===== src/rtl/rsq_pkg.sv =====
// Shared definitions for the rail sequencer.
// Assumes delay codes are two bits wide and map to millisecond counts.
package rsq_pkg;
    localparam int DLY_CODE_W = 2;
    localparam int MS_W       = 5;

    typedef enum logic {
        SEQ_IDLE = 1'b0,
        SEQ_RUN  = 1'b1
    } seq_state_e;

    // Convert a delay code into its length in milliseconds.
    function automatic logic [MS_W-1:0] dly_ms(input logic [DLY_CODE_W-1:0] code);
        case (code)
            2'd0:    return 5'd2;
            2'd1:    return 5'd5;
            2'd2:    return 5'd10;
            default: return 5'd20;
        endcase
    endfunction
endpackage


===== src/rtl/rsq_regs.sv =====
// Register store: per-rail strobe fields, per-step delays and the shared
// enable bits. Assumes NUM_RAILS >= SEL_W so every field fits the read word.
module rsq_regs #(
    parameter int NUM_RAILS   = 8,
    parameter int NUM_STROBES = 7,
    parameter int SEL_W       = 4,
    parameter int ADDR_W      = 4
) (
    input  logic                                         clk,
    input  logic                                         rst_n,
    input  logic                                         wr_i,
    input  logic [ADDR_W-1:0]                            addr_i,
    input  logic [NUM_RAILS-1:0]                         wdata_i,
    input  logic                                         en_wr_ok_i,
    input  logic [NUM_RAILS-1:0]                         set_i,
    input  logic [NUM_RAILS-1:0]                         clr_i,
    output logic [NUM_RAILS-1:0]                         rdata_o,
    output logic [NUM_RAILS*SEL_W-1:0]                   fld_o,
    output logic [(NUM_STROBES-1)*rsq_pkg::DLY_CODE_W-1:0] dly_o,
    output logic [NUM_RAILS-1:0]                         en_o
);
    localparam int DW       = rsq_pkg::DLY_CODE_W;
    localparam int NSTEP    = NUM_STROBES - 1;
    localparam int DLY_BASE = NUM_RAILS;
    localparam int EN_ADDR  = NUM_RAILS + NSTEP;

    for (genvar r = 0; r < NUM_RAILS; r++) begin : g_fld
        // Hold the strobe number of rail r.
        always_ff @(posedge clk) begin
            if (!rst_n)
                fld_o[r*SEL_W +: SEL_W] <= '0;
            else if (wr_i && addr_i == ADDR_W'(r))
                fld_o[r*SEL_W +: SEL_W] <= wdata_i[SEL_W-1:0];
        end
    end

    for (genvar s = 0; s < NSTEP; s++) begin : g_dly
        // Hold the delay code of step s+1.
        always_ff @(posedge clk) begin
            if (!rst_n)
                dly_o[s*DW +: DW] <= '0;
            else if (wr_i && addr_i == ADDR_W'(DLY_BASE + s))
                dly_o[s*DW +: DW] <= wdata_i[DW-1:0];
        end
    end

    // Shared enable bits: software write when allowed, else sequencer set/clear.
    always_ff @(posedge clk) begin
        if (!rst_n)
            en_o <= '0;
        else if (wr_i && addr_i == ADDR_W'(EN_ADDR) && en_wr_ok_i)
            en_o <= wdata_i;
        else
            en_o <= (en_o | set_i) & ~clr_i;
    end

    // Read multiplexer.
    always_comb begin
        rdata_o = '0;
        for (int r = 0; r < NUM_RAILS; r++)
            if (addr_i == ADDR_W'(r)) rdata_o = NUM_RAILS'(fld_o[r*SEL_W +: SEL_W]);
        for (int s = 0; s < NSTEP; s++)
            if (addr_i == ADDR_W'(DLY_BASE + s)) rdata_o = NUM_RAILS'(dly_o[s*DW +: DW]);
        if (addr_i == ADDR_W'(EN_ADDR)) rdata_o = en_o;
    end
endmodule


===== src/rtl/rsq_timer.sv =====
// Gap timer: a prescaler makes a millisecond tick, a counter counts ticks.
// done_o pulses in the last cycle of target_i milliseconds.
// Assumes TICK_CYCLES >= 2 and target_i >= 1.
module rsq_timer #(
    parameter int TICK_CYCLES = 50000
) (
    input  logic                     clk,
    input  logic                     rst_n,
    input  logic                     run_i,
    input  logic                     restart_i,
    input  logic [rsq_pkg::MS_W-1:0] target_i,
    output logic                     done_o
);
    localparam int PW = $clog2(TICK_CYCLES);
    localparam logic [PW-1:0] PRE_LAST = PW'(TICK_CYCLES - 1);

    logic [PW-1:0]            presc_q;
    logic [rsq_pkg::MS_W-1:0] ms_q;
    logic                     tick;

    assign tick   = (presc_q == PRE_LAST);
    assign done_o = run_i && tick && (ms_q == target_i - 1'b1);

    // Count cycles and milliseconds since the last strobe.
    always_ff @(posedge clk) begin
        if (!rst_n || !run_i || restart_i) begin
            presc_q <= '0;
            ms_q    <= '0;
        end else if (tick) begin
            presc_q <= '0;
            ms_q    <= ms_q + 1'b1;
        end else begin
            presc_q <= presc_q + 1'b1;
        end
    end
endmodule


===== src/rtl/rsq_ctrl.sv =====
// Sequence controller: accepts start/stop while idle, walks the strobe
// number up or down on each timer expiry and returns to idle after the
// last strobe. Start has priority over stop. Assumes NUM_STROBES >= 2.
module rsq_ctrl #(
    parameter int NUM_STROBES = 7,
    parameter int STB_W       = 3
) (
    input  logic             clk,
    input  logic             rst_n,
    input  logic             start_i,
    input  logic             stop_i,
    input  logic             tmr_done_i,
    output logic             busy_o,
    output logic             dir_up_o,
    output logic [STB_W-1:0] cur_o,
    output logic             fire_o,
    output logic             fire_up_o,
    output logic [STB_W-1:0] fire_stb_o
);
    import rsq_pkg::*;

    localparam logic [STB_W-1:0] STB_FIRST = STB_W'(1);
    localparam logic [STB_W-1:0] STB_LAST  = STB_W'(NUM_STROBES);

    seq_state_e       state_q, state_d;
    logic             dir_d;
    logic [STB_W-1:0] cur_d;

    assign busy_o = (state_q == SEQ_RUN);

    // Decide whether a strobe fires this cycle and which one.
    always_comb begin
        state_d    = state_q;
        dir_d      = dir_up_o;
        cur_d      = cur_o;
        fire_o     = 1'b0;
        fire_up_o  = dir_up_o;
        fire_stb_o = cur_o;
        if (state_q == SEQ_IDLE) begin
            if (start_i || stop_i) begin
                fire_o     = 1'b1;
                fire_up_o  = start_i;
                fire_stb_o = start_i ? STB_FIRST : STB_LAST;
                dir_d      = start_i;
                cur_d      = fire_stb_o;
                state_d    = SEQ_RUN;
            end
        end else if (tmr_done_i) begin
            fire_o     = 1'b1;
            fire_stb_o = dir_up_o ? cur_o + 1'b1 : cur_o - 1'b1;
            cur_d      = fire_stb_o;
            if (fire_stb_o == (dir_up_o ? STB_LAST : STB_FIRST))
                state_d = SEQ_IDLE;
        end
    end

    // State, direction and current strobe registers.
    always_ff @(posedge clk) begin
        if (!rst_n) begin
            state_q  <= SEQ_IDLE;
            dir_up_o <= 1'b1;
            cur_o    <= '0;
        end else begin
            state_q  <= state_d;
            dir_up_o <= dir_d;
            cur_o    <= cur_d;
        end
    end
endmodule


===== src/rtl/rsq_sequencer.sv =====
// Top of the rail sequencer: ties registers, controller and timer together
// and turns each fired strobe into per-rail set or clear masks.
// Assumes NUM_STROBES >= 2, TICK_CYCLES >= 2 and NUM_RAILS >= SEL_W.
module rsq_sequencer #(
    parameter int NUM_RAILS   = 8,
    parameter int NUM_STROBES = 7,
    parameter int SEL_W       = 4,
    parameter int TICK_CYCLES = 50000,
    parameter int ADDR_W      = $clog2(NUM_RAILS + NUM_STROBES)
) (
    input  logic                 clk,
    input  logic                 rst_n,
    input  logic                 start_i,
    input  logic                 stop_i,
    input  logic                 reg_wr_i,
    input  logic [ADDR_W-1:0]    reg_addr_i,
    input  logic [NUM_RAILS-1:0] reg_wdata_i,
    output logic [NUM_RAILS-1:0] reg_rdata_o,
    output logic                 busy_o,
    output logic [NUM_RAILS-1:0] rail_en_o
);
    import rsq_pkg::*;

    localparam int STB_W = $clog2(NUM_STROBES + 1);
    localparam int NSTEP = NUM_STROBES - 1;
    localparam int DW    = DLY_CODE_W;

    logic [NUM_RAILS*SEL_W-1:0] fld_flat;
    logic [NSTEP*DW-1:0]        dly_flat;
    logic [NUM_RAILS-1:0]       set_mask, clr_mask;
    logic                       fire, fire_up, dir_up, tmr_done;
    logic [STB_W-1:0]           fire_stb, cur, step_idx;
    logic [MS_W-1:0]            tgt_ms;

    rsq_regs #(
        .NUM_RAILS(NUM_RAILS), .NUM_STROBES(NUM_STROBES),
        .SEL_W(SEL_W), .ADDR_W(ADDR_W)
    ) u_regs (
        .clk(clk), .rst_n(rst_n),
        .wr_i(reg_wr_i), .addr_i(reg_addr_i), .wdata_i(reg_wdata_i),
        .en_wr_ok_i(!busy_o && !fire),
        .set_i(set_mask), .clr_i(clr_mask),
        .rdata_o(reg_rdata_o), .fld_o(fld_flat), .dly_o(dly_flat),
        .en_o(rail_en_o)
    );

    rsq_ctrl #(.NUM_STROBES(NUM_STROBES), .STB_W(STB_W)) u_ctrl (
        .clk(clk), .rst_n(rst_n),
        .start_i(start_i), .stop_i(stop_i), .tmr_done_i(tmr_done),
        .busy_o(busy_o), .dir_up_o(dir_up), .cur_o(cur),
        .fire_o(fire), .fire_up_o(fire_up), .fire_stb_o(fire_stb)
    );

    rsq_timer #(.TICK_CYCLES(TICK_CYCLES)) u_timer (
        .clk(clk), .rst_n(rst_n),
        .run_i(busy_o), .restart_i(fire),
        .target_i(tgt_ms), .done_o(tmr_done)
    );

    // Step k lies between strobes k and k+1 (zero-based index k-1).
    assign step_idx = dir_up ? cur - STB_W'(1) : cur - STB_W'(2);

    // Pick the delay of the step now being timed.
    always_comb begin
        tgt_ms = dly_ms('0);
        for (int s = 0; s < NSTEP; s++)
            if (step_idx == STB_W'(s)) tgt_ms = dly_ms(dly_flat[s*DW +: DW]);
    end

    for (genvar r = 0; r < NUM_RAILS; r++) begin : g_mask
        logic hit;
        // A rail reacts only when its field equals the strobe firing now.
        assign hit         = fire && (fld_flat[r*SEL_W +: SEL_W] == SEL_W'(fire_stb));
        assign set_mask[r] = hit && fire_up;
        assign clr_mask[r] = hit && !fire_up;
    end
endmodule


===== config.mk =====
export PLATFORM = sky130hd
export DESIGN_NAME = rsq_sequencer
export DESIGN_NICKNAME = d
export VERILOG_FILES = /design/src/rtl/rsq_pkg.sv /design/src/rtl/rsq_regs.sv /design/src/rtl/rsq_timer.sv /design/src/rtl/rsq_ctrl.sv /design/src/rtl/rsq_sequencer.sv
export SDC_FILE = /design/constraint.sdc
export NUM_CORES = 1
export LEC_CHECK = 0
export ABC_AREA = 1
export CORE_UTILIZATION = 45
export CTS_CLUSTER_SIZE = 24
export DETAILED_ROUTE_END_ITERATION = 8
export GPL_TIMING_DRIVEN = 0
export PLACE_DENSITY = 0.72
export RECOVER_POWER = 25
export SLEW_MARGIN = 20
export SYNTH_ARGS = -nofsm -noshare
export SYNTH_HDL_FRONTEND = slang
export SYNTH_SLANG_ARGS = --single-unit
export TNS_END_PERCENT = 50

===== constraint.sdc =====
create_clock -name clk -period 4.04 [get_ports clk]
set_input_delay 0.404 -clock clk [delete_from_list [all_inputs] [get_ports clk]]
set_output_delay 0.404 -clock clk [all_outputs]
set_load 0.005 [all_outputs]

## Word-level counts from Yosys, hierarchy flattened

Cells that the tools add are included.
W data, S select, Z words.

- Flip-flop bits (word level): 78
- Input bits: 17
- Output and inout bits: 17
- Logic and storage cells: 173

- Add/sub/neg operators: 6
- Eq/ne operators: 42
- Muxes and demuxes: 43
- Bitwise gates (word level): 3
- Reductions and logical operators: 59

Operators with widths:

| cell | number |
|---|---|
| $pmux W5 S3 | 6 |
| $mux W4 | 14 |
| $logic_and A1 B1 Y1 | 43 |
| $eq A4 B3 Y1 | 8 |
| $mux W5 | 6 |
| $eq A4 B4 Y1 const B | 7 |
| $mux W3 | 7 |
| $add A16 B1 Y16 const B | 1 |
| $eq A16 B16 Y1 const B | 1 |
| $eq A4 B3 Y1 const B | 4 |
| $mux W8 | 2 |
| $eq A2 B1 Y1 const B | 6 |
| $eq A2 B2 Y1 const B | 6 |
| $logic_not A2 Y1 | 6 |
| $and A8 B8 Y8 | 1 |
| $eq A4 B2 Y1 const B | 2 |
| $mux W1 | 8 |
| $not A8 Y8 | 1 |
| $or A8 B8 Y8 | 1 |
| $eq A3 B2 Y1 const B | 2 |
| $eq A3 B3 Y1 const B | 2 |
| $add A5 B1 Y5 const B | 1 |
| $eq A5 B5 Y1 | 1 |
| $sub A5 B1 Y5 const B | 1 |
| 11 further kinds | 16 |

## Logic depth before layout (Yosys ltp)

Gate-level depths: netlist (run 1).

- Depth in word-level cells: 20
- Depth in mapped cells: 31
- Depth with buffers taken out: 31

## Hierarchy

A second synthesis (run 1) with hierarchy kept.

- Cells, all modules: 805
- Area, all modules: 5009.8 um^2

By module, submodules not included:

| module | times used | cells an instance | area each (um^2) | sequential area each (um^2) |
|---|---|---|---|---|
| rsq_regs | 1 | 362 | 2433.6 | 1041.0 |
| rsq_timer | 1 | 201 | 1332.5 | 420.4 |
| rsq_sequencer | 1 | 197 | 927.1 | 0.0 |
| rsq_ctrl | 1 | 45 | 316.6 | 100.1 |

## Worst setup path after synthesis (run 1)

Ideal clock, no wire load.

- Kind: register to register
- Start point: reg u_ctrl.cur_o[0]
- End point: reg with a tool-made name
- Setup time: 0.109 ns
- Arrival: 3.292 ns
- Required time: 3.931 ns
- Setup slack: 0.639 ns
- Stages on the path, launching flop included: 31
- Path buffers: 0
- Period minus slack after synthesis: 3.401 ns
- Cell sequence: dfxtp_1 inv_1 ha_1 inv_1 nand2_1 nand2_4 inv_2 nor2_2 nand2_1 nor3_1 nor2_1 nand3_1 inv_1 ha_1 o21ai_0 a21oi_1 nand2_1 a21oi_1 nand3_1 nor2_4 nand3_4 nand2_1 nand3_4 nand3_1 nand2_1 nor2_1 nand2_1 nand2_1 nand3_1 nand2_1 inv_1

RTL lines:

| element | RTL line | source |
|---|---|---|
| start, declared | rsq_ctrl.sv:15 | `output logic [STB_W-1:0] cur_o,` |
| start signal, assigned | rsq_ctrl.sv:66 | `cur_o <= cur_d;` |

==> results of run 1 <==
-- routing by layer --
layer | track usage [%] | vias up
li1 | - | 2655
met1 | 33.5 | 2404
met2 | 41.0 | 241
met3 | 4.84 | 41
met4 | 8.83 | 0
met5 | 0 | -
-- kinds of logic (layout without fill, tap and decap cells) --
group,count (synthesis),in the layout,share of synthesized area [%]
compound gates,139,139,15.3
xor+xnor,7,7,1.25
flops,78,78,31.9
fa+ha+maj,7,7,1.79
buf+inv,135,193,10.5
simple gates,419,422,39.2
-- cell usage in the layout (no fill, tap or decap), types with 4 or more instances in the layout --
master,instances
inv_1,106
nor2_2,9
nand2_1,164
xor2_1,4
dfxtp_1,75
clkdlybuf4s50_1,30
nor3_1,10
nor2_1,101
nand3_2,20
o22ai_1,7
nand2_4,6
inv_2,7
nand4_1,10
ha_1,4
nand3_1,55
clkbuf_8,10
nand3_4,7
clkbuf_1,11
nor2_4,8
buf_4,12
nor3b_1,6
clkinv_1,4
o21ai_0,59
nand2_2,18
a21oi_1,57
clkinvlp_4,4
-- area by class of cell --
| type | count | area (µm²) |
|---|---|---|
| clock inverters | 4 | 25.0 |
| clock buffers | 10 | 138 |
| fillers | 1023 | 4490 |
| repair buffers | 44 | 422 |
| well taps | 136 | 170 |
| inverters | 120 | 460 |
| flip-flops and latches | 78 | 1570 |
| plain buffers | 15 | 66.3 |
| multi-input cells | 575 | 3120 |
-- worst max-delay path by stage --
| stage | startpoint | to | slack [ns] | cells after the start |
|---|---|---|---|---|
| floorplan | u_ctrl.cur_o[0]$_SDFF_PN0_ | flop | 0.64 | 30 |
| global placement | u_ctrl.cur_o[0]$_SDFF_PN0_ | flop | 0.09 | 30 |
| detailed placement | u_ctrl.cur_o[1]$_SDFF_PN0_ | flop | 0.005 | 30 |
| CTS | u_ctrl.cur_o[1]$_SDFF_PN0_ | flop | -0.02 | 30 |
| global route | u_ctrl.cur_o[0]$_SDFF_PN0_ | flop | -0.16 | 28 |
| finish | u_ctrl.cur_o[0]$_SDFF_PN0_ | flop | 0.09 | 29 |
-- metrics by stage --
| stage | TNS (ns) | instances | power, W | hold slack, ns |
|---|---|---|---|---|
| 2_1_floorplan | 0 | 785 | 0.00107 | 0.418 |
| 3_3_place_gp | 0 | 951 | 0.00117 | 0.432 |
| 3_5_place_dp | 0 | 951 | 0.00118 | 0.443 |
| 4_1_cts | -0.0171 | 965 | 0.00171 | 0.455 |
| 5_1_grt | -1.16 | 982 | 0.00188 | 0.478 |
| 6_report | 0 | 982 | 0.00180 | 0.449 |
-- timing repair --
action	in CTS	in global routing
resized for setup	2	70
setup endpoints to repair	3	19
pin swaps	1	28
gates cloned	0	3
setup buffers	0	14
-- synth_stat cells, types with 3 or more instances --
cell type    n  share of area (%)
nor2_4       3               0.69
nor3_1      11                1.1
xor2_1       4               0.71
a21oi_1     58                5.9
ha_1         7                1.8
nor2_2       5               0.64
nand3_4      4                1.4
o211ai_1     3               0.46
nand2_1    178                 14
xnor2_1      3               0.54
o22ai_1      7               0.89
nand2_2      7               0.89
inv_1      112                8.6
o2111ai_1    3               0.54
nand4_1     10                1.3
nand3_1     70                7.2
dfxtp_1     78                 32
inv_2        4               0.31
o21ai_0     60                6.1
nor2_1     110                8.4
clkinv_1     4               0.31
nand2_4      6                1.4
nor3b_1      6               0.92
nand3_2      5                1.0
clkbuf_1    11               0.84
-- worst max-delay path: cells and delay by family (launching register included) --
family / cells / cell delay (ns)
buf+inv: 6 / 0.60
fa+ha+maj: 2 / 0.54
compound gates: 3 / 0.30
flops: 1 / 0.37
simple gates: 18 / 2.05
-- power breakdown --
part	total, W	leakage (nW)	switching (W)	internal, W
sequential	0.000803	0.633	0.0000158	0.000787
clock	0.000544	0.0800	0.000312	0.000231
combinational	0.000457	1.71	0.000292	0.000164
==> flow_summary.json, run 1 <==
{
  "fin_area_um2": 5970,
  "io_buffers": 30,
  "ys_ff_latch": 78,
  "root_buffer": "clkbuf_8",
  "ir_drop_v": 0.000141,
  "fmax_ghz": 0.253,
  "cts_buffers": 9,
  "routed_wl_mm": 14.9,
  "ys.flop_type": "dfxtp_1",
  "startpoint_type": "flop",
  "pre_cts_ws_ns": 0.00531,
  "hp-start": "u_timer.presc_q[0]$_SDFF_PP0_",
  "dr.max_layer_used": "met4",
  "clockBufferDepth": 2,
  "crit_path_end_kind": "flop",
  "setup_viol": 0,
  "synth.distinct_cells": 39,
  "max_stage_delay_ns": 0.37,
  "drive_gt1_share_pct": 14.5,
  "synth_nets": 809,
  "synthArstFlopShare_pct": 0,
  "worst_pin_slew_ns": 0.593,
  "clock_skew_ns": 0.0111,
  "grt_usage_pct": 25.3,
  "ys_seq_area_share_pct": 31.9,
  "worstPathArrival_ns": 4.23,
  "critPathRequiredTime_ns": 4.32,
  "vias": 5341,
  "reg2reg_setup_slack_ns": 0.09,
  "met1_length_mm": 6.12,
  "grt_setup_unrepaired": "true",
  "fin_ws_ns": 0.0928,
  "rows": 37,
  "power_density_nw_per_um2": 302,
  "die_height_um": 106,
  "globalplace.congestion": 0.926,
  "fin_util_pct": 57.1,
  "start_util_pct": 46.8,
  "r2r-start": "u_ctrl.cur_o[0]$_SDFF_PN0_",
  "clkLatencyLatePin_ns": 0.37,
  "slowest_stage": "dfxtp_4",
  "wl_met2_mm": 6.98,
  "min_path_type": "flop to flop",
  "ant_nets": 0,
  "drt-initial-drc-count": 370,
  "p_leak_nw": 2.43,
  "maxCapViolations": 0,
  "grt_pass1_wl_mm": 22.5,
  "ctsHoldBuffers": 0,
  "slew_violations": 0,
  "antenna_cells": 0,
  "crit_path_frequent_cell": "nand2_1",
  "grt_max_degree": 13,
  "grt-ovfl-total": 0,
  "worstRegToRegCells": 29,
  "hold_path_end": "u_timer.presc_q[0]$_SDFF_PP0_",
  "clkSlewWorstSetupHoldPaths_ns": 0.09,
  "dp_hpwl_mm": 10.3,
  "hold_viol_final": 0,
  "ios": 34,
  "antenna_found_initial": 0,
  "finalCritPeriodShare_pct": 97.7,
  "coreArea_um2": 10500,
  "via_per_inst": 5.44,
  "first_global_vias": 4762,
  "cts.sinks": 78,
  "fin_nets": 867,
  "drc": 0,
  "dr.pass1.iters": 6,
  "worstSetupPathType": "flop to flop",
  "die-area_um2": 11300,
  "dr_wl_met3_mm": 1.34,
  "status": "finished clean",
  "relSlewSlack_pct": 60.5,
  "min_path_cells": 1,
  "cp_max_fo": 5,
  "syn_avg_cell_area_um2": 6.24,
  "fin_crit_ns": 3.95,
  "syn_area_um2": 4900,
  "area.growth.synth_to_final_pct": 21.9,
  "netlist_instances": 785,
  "cts_tree": "yes",
  "die_w_um": 106,
  "wl_per_cell_um": 15.2,
  "synth-warning-count": 0,
  "dpl_cell_area_um2": 5370,
  "synth_edf_count": 0,
  "htree_levels": 3
}
Power figures use the tool's default switching activity.
==> run 2, diff against run 1 <==
Settings changed: SETUP_SLACK_MARGIN from default to 0.3.
==> run 2 against run 1 <==
Design area rose by 0.21%. Routed wire length grew 0.25%. Power down 0.79%. Fmax rose by 4.6%. Flip-flop and latch count unchanged. Final cell count down 0.31%. Critical path depth increased by 1. Highest routed layer unchanged. Critical path type unchanged. Register-to-register slack improved by 0.17 ns. Largest cell class unchanged. Clock power is essentially flat.
==> flow_summary.json, run 2 (synthesis gave the netlist of run 1 again) <==
{
  "min_path_type": "flop to flop",
  "first_global_vias": 4913,
  "ant_nets": 0,
  "final_cell_mix": "161 x nand2_1, 108 x inv_1, 99 x nor2_1",
  "hold_viol_final": 0,
  "clkSlewWorstSetupHoldPaths_ns": 0.09,
  "cp_top_family": "simple AND/OR/NAND/NOR gates",
  "via_per_inst": 5.46,
  "rows": 37,
  "antenna_cells": 0,
  "worst_pin_slew_ns": 0.978,
  "worstSetupStartpoint": "u_ctrl.cur_o[1]$_SDFF_PN0_",
  "grt_pass1_wl_mm": 23.3,
  "ctsHoldBuffers": 0,
  "finalCritPeriodShare_pct": 93.4,
  "antenna_found_initial": 0,
  "grt_usage_pct": 26.4,
  "dp_hpwl_mm": 10.3,
  "relSlewSlack_pct": 34.8,
  "clkLatencyLatePin_ns": 0.36,
  "hp-start": "u_timer.presc_q[0]$_SDFF_PP0_",
  "max_stage_delay_ns": 0.38,
  "startpoint_type": "flop",
  "cp_max_fo": 5,
  "grt_max_degree": 13,
  "power_density_nw_per_um2": 299,
  "cts_tree": "yes",
  "grt-ovfl-total": 0,
  "fin_util_pct": 57.2,
  "crit_path_frequent_cell": "nand2_1",
  "crit_path_end_kind": "flop",
  "maxCapViolations": 0,
  "drive_gt1_share_pct": 14.6,
  "setup_viol": 0,
  "die-area_um2": 11300,
  "vias": 5346,
  "fin_crit_ns": 3.77,
  "drt-initial-drc-count": 476,
  "hold_slack_ns": 0.447,
  "worstPathArrival_ns": 4.03,
  "globalplace.congestion": 0.926,
  "start_util_pct": 46.8,
  "ir_drop_v": 0.000133,
  "drc": 0,
  "reg2reg_setup_slack_ns": 0.27,
  "fin_area_um2": 5980,
  "critPathBufInv": 5,
  "die_height_um": 106,
  "cts_buffers": 9,
  "area.growth.synth_to_final_pct": 22.1,
  "fin_nets": 864,
  "critPathRequiredTime_ns": 4.30,
  "r2r-start": "u_ctrl.cur_o[1]$_SDFF_PN0_",
  "dpl_cell_area_um2": 5370,
  "die_w_um": 106,
  "layout_commonest_cell": "nand2_1",
  "io_buffers": 30,
  "ios": 34,
  "status": "finished clean",
  "worstSetupPathType": "flop to flop",
  "dr.pass1.iters": 5,
  "setup_tns_ns": 0,
  "fmax_ghz": 0.265,
  "worstRegToRegCells": 30,
  "clock_skew_ns": 0.0116,
  "clockBufferDepth": 2,
  "wl_per_cell_um": 15.3,
  "routed_wl_mm": 14.9,
  "p_leak_nw": 2.48,
  "root_buffer": "clkbuf_8",
  "slew_violations": 0,
  "grt_setup_unrepaired": "true",
  "hold_path_end": "u_timer.presc_q[0]$_SDFF_PP0_",
  "coreArea_um2": 10500,
  "cts.sinks": 78,
  "htree_levels": 3,
  "slowest_stage": "dfxtp_4",
  "min_path_cells": 1
}
[run 2: layer usage]
layer	vias up	routed length [µm]	GRT usage [%]
met5	-	0	0
met4	0	410	11.0
met3	34	1200	6.62
met2	227	7110	43.0
met1	2428	6220	33.2
li1	2657	-	-
[run 2: power by group]
| group | switching [W] | total (W) | internal, W |
|---|---|---|---|
| combinational | 0.000292 | 0.000445 | 0.000153 |
| sequential | 0.0000161 | 0.000803 | 0.000787 |
| clock | 0.000309 | 0.000541 | 0.000231 |
| total | 0.000618 | 0.00179 | 0.00117 |
[run 2: cell type report]
class                   count  area, µm²
multi-input cells         575       3170
clock buffers              10        138
inverters                 120        458
clock inverters             4       25.0
fillers                  1019       4480
plain buffers              15       66.3
well taps                 136        170
flip-flops and latches     78       1570
repair buffers             41        387
[run 2: how the worst max path moves through the flow]
stage | cells after the start | slack, ns | end
6_report | 30 | 0.27 | flop
5_1_grt | 30 | 0.05 | flop
4_1_cts | 29 | 0.31 | flop
3_5_place_dp | 30 | 0.005 | flop
3_3_place_gp | 30 | 0.09 | flop
2_1_floorplan | 30 | 0.64 | flop
[run 2: timing repair]
action                     CTS  global route
gates cloned                 2             1
setup endpoints to repair   18            18
pin swaps                   11            31
resized for setup           29            57
setup buffers                6             5
hold endpoints to repair     0             0
[run 2: metrics by stage]
step	total power, W	std cells	setup slack, ns
finish	0.00179	979	0.266
global route	0.00187	979	0.0536
CTS	0.00174	973	0.309
detailed placement	0.00118	951	0.00531
global placement	0.00117	951	0.0929
floorplan	0.00107	785	0.639
==> run 3, diff against run 2 <==
Settings changed: GPL_TIMING_DRIVEN 0 to 1, PLACE_DENSITY 0.72 to 0.74.
Clock period 4.04 ns to 3.3 ns, I/O delays scaled along.
==> run 3 against run 2 <==
Worst hold slack hardly changed. Fmax is 2.9% higher. The run now ends with setup timing left. Routed wire length is 3.4% lower. Critical path type unchanged. Highest routed layer unchanged. Clock power is 78% higher. Register-to-register slack worse by 0.63 ns. Final cell count is 3.3% higher. Non-clock buffer count is 31 higher.
==> flow_summary.json, run 3 (synthesis gave the netlist of run 1 again) <==
{
  "die_height_um": 106,
  "grt_setup_unrepaired": "true",
  "clock_skew_ns": 0.0137,
  "min_path_type": "flop to flop",
  "rows": 37,
  "use_met3_pct": 5.52,
  "drive_gt1_share_pct": 18.5,
  "vias": 5282,
  "ir_drop_v": 0.000211,
  "clkLatencyLatePin_ns": 0.38,
  "final_cell_mix": "163 x nand2_1, 106 x inv_1, 98 x nor2_1",
  "worstPathArrival_ns": 3.95,
  "finalCritPeriodShare_pct": 111,
  "worst_pin_slew_ns": 0.778,
  "antenna_found_initial": 0,
  "gr-usage-met2_pct": 40.2,
  "grt_max_degree": 40,
  "p_leak_nw": 2.69,
  "cts_buffers": 9,
  "dp_hpwl_mm": 10.1,
  "power_density_nw_per_um2": 401,
  "start_util_pct": 46.8,
  "grt_usage_pct": 27.0,
  "area.growth.synth_to_final_pct": 29.5,
  "grt-busiest-layer": "met2",
  "fin_ws_ns": -0.369,
  "clkSlewWorstSetupHoldPaths_ns": 0.09,
  "htree_levels": 3,
  "slew_violations": 0,
  "ant_nets": 0,
  "relSlewSlack_pct": 48.0,
  "antenna_cells": 0,
  "routed_wl_mm": 14.4,
  "io_buffers": 33,
  "fillCellCount": 980,
  "wl_per_cell_um": 14.3,
  "die-area_um2": 11300,
  "fmax_ghz": 0.273,
  "multi_input_area_um2": 3090,
  "violations": "setup timing",
  "clockBufferDepth": 2,
  "layout_commonest_cell": "nand2_1",
  "first_global_vias": 4809,
  "seq_area_um2": 1570,
  "grt-ovfl-total": 0,
  "fin_nets": 894,
  "drt-initial-drc-count": 411,
  "crit_path_end_kind": "flop",
  "ios": 34,
  "cts_tree": "yes",
  "drc": 0,
  "critPathRequiredTime_ns": 3.58,
  "cp_max_fo": 9,
  "fin_util_pct": 60.7,
  "setup_viol": 10,
  "globalplace.congestion": 0.951,
  "via_per_inst": 5.22,
  "hold_viol_final": 0,
  "maxCapViolations": 0,
  "startpoint_type": "flop",
  "dr.pass1.iters": 5,
  "cts.sinks": 78,
  "worstSetupPathType": "flop to flop",
  "root_buffer": "clkbuf_8",
  "status": "finished, violations left",
  "fin_crit_ns": 3.67,
  "coreArea_um2": 10500,
  "die_w_um": 106,
  "use_met1_pct": 37.7,
  "power_w": 0.00255,
  "grt_pass1_wl_mm": 23.9
}
[run 3: cell types whose count changed in the layout (fill, tap and decap cells not counted), moves of 4 or more]
cell and delta:
buf_4 +36, clkbuf_1 -11, dlygate4sd3_1 -8, clkdlybuf4s50_1 +5
nand3_2 -4, o21ai_0 -4, o21ai_1 +4
[run 3: cell type report]
cell class / count / area share (%)
inverter: 120 / 7.27
tap: 136 / 2.68
clock inverter: 5 / 1.62
timing repair buffer: 87 / 12.5
multi-input combinational: 574 / 48.6
clock buffer: 11 / 2.56
sequential: 78 / 24.7
[run 3: worst max-delay path: stages, from the launching register on]
cell,delay [ns]
dfxtp_4,0.38
inv_4,0.04
ha_4,0.29
clkinvlp_4,0.14
nor2_4,0.18
nand2_2,0.08
buf_4,0.13
buf_4,0.12
buf_4,0.12
buf_4,0.12
buf_4,0.12
buf_4,0.12
buf_4,0.13
a21boi_0,0.29
nand2_1,0.16
nand2_4,0.14
nand3_2,0.10
nand3_4,0.18
nand2_4,0.13
nand2_1,0.11
nand2_1,0.05
nor2_1,0.15
nand2_1,0.07
nand2_1,0.05
nand3_1,0.06
nand2_1,0.06
inv_1,0.04
[run 3: worst paths after layout]
check / endpoint / start / depth (start not counted) / slack (ns)
worst max-delay path: flop / u_ctrl.dir_up_o$_SDFF_PN1_ / 26 / -0.37
worst min-delay path: u_timer.presc_q[0]$_SDFF_PP0_ / u_timer.presc_q[0]$_SDFF_PP0_ / 1 / 0.45
worst max register to register: flop / u_ctrl.dir_up_o$_SDFF_PN1_ / 26 / -0.37
worst min register to register: u_timer.presc_q[0]$_SDFF_PP0_ / u_timer.presc_q[0]$_SDFF_PP0_ / 1 / 0.45
[run 3: metrics by stage]
stage	setup WS [ns]	instances	setup TNS [ns]	hold WS (ns)	instance area [µm²]
finish	-0.369	1011	-2.74	0.448	6350
floorplan	0.0385	785	0	0.418	4970
global route	-0.615	1011	-7.17	0.487	6350
detailed placement	-0.263	977	-1.85	0.441	5710
global placement	-0.188	977	-1.37	0.429	5710
CTS	-0.207	1007	-1.50	0.453	6210
[run 3: what timing repair did]
action | CTS | global route
resized for setup | 35 | 30
hold buffers | 0 | 0
endpoints found under the hold margin | 0 | 0
setup buffers | 12 | 4
setup endpoints to repair | 34 | 35
gates cloned | 2 | 0
pin swaps | 28 | 13
[run 3: per-layer routing]
layer	vias up	wire length, µm
met5	-	0
met4	0	419
met3	32	1220
met2	208	6170
met1	2336	6630
li1	2706	-
[run 3: power by group]
group	internal [W]	switching [W]
registers	0.000963	0.0000164
logic	0.000243	0.000363
clock network	0.000568	0.000394
total	0.00177	0.000774
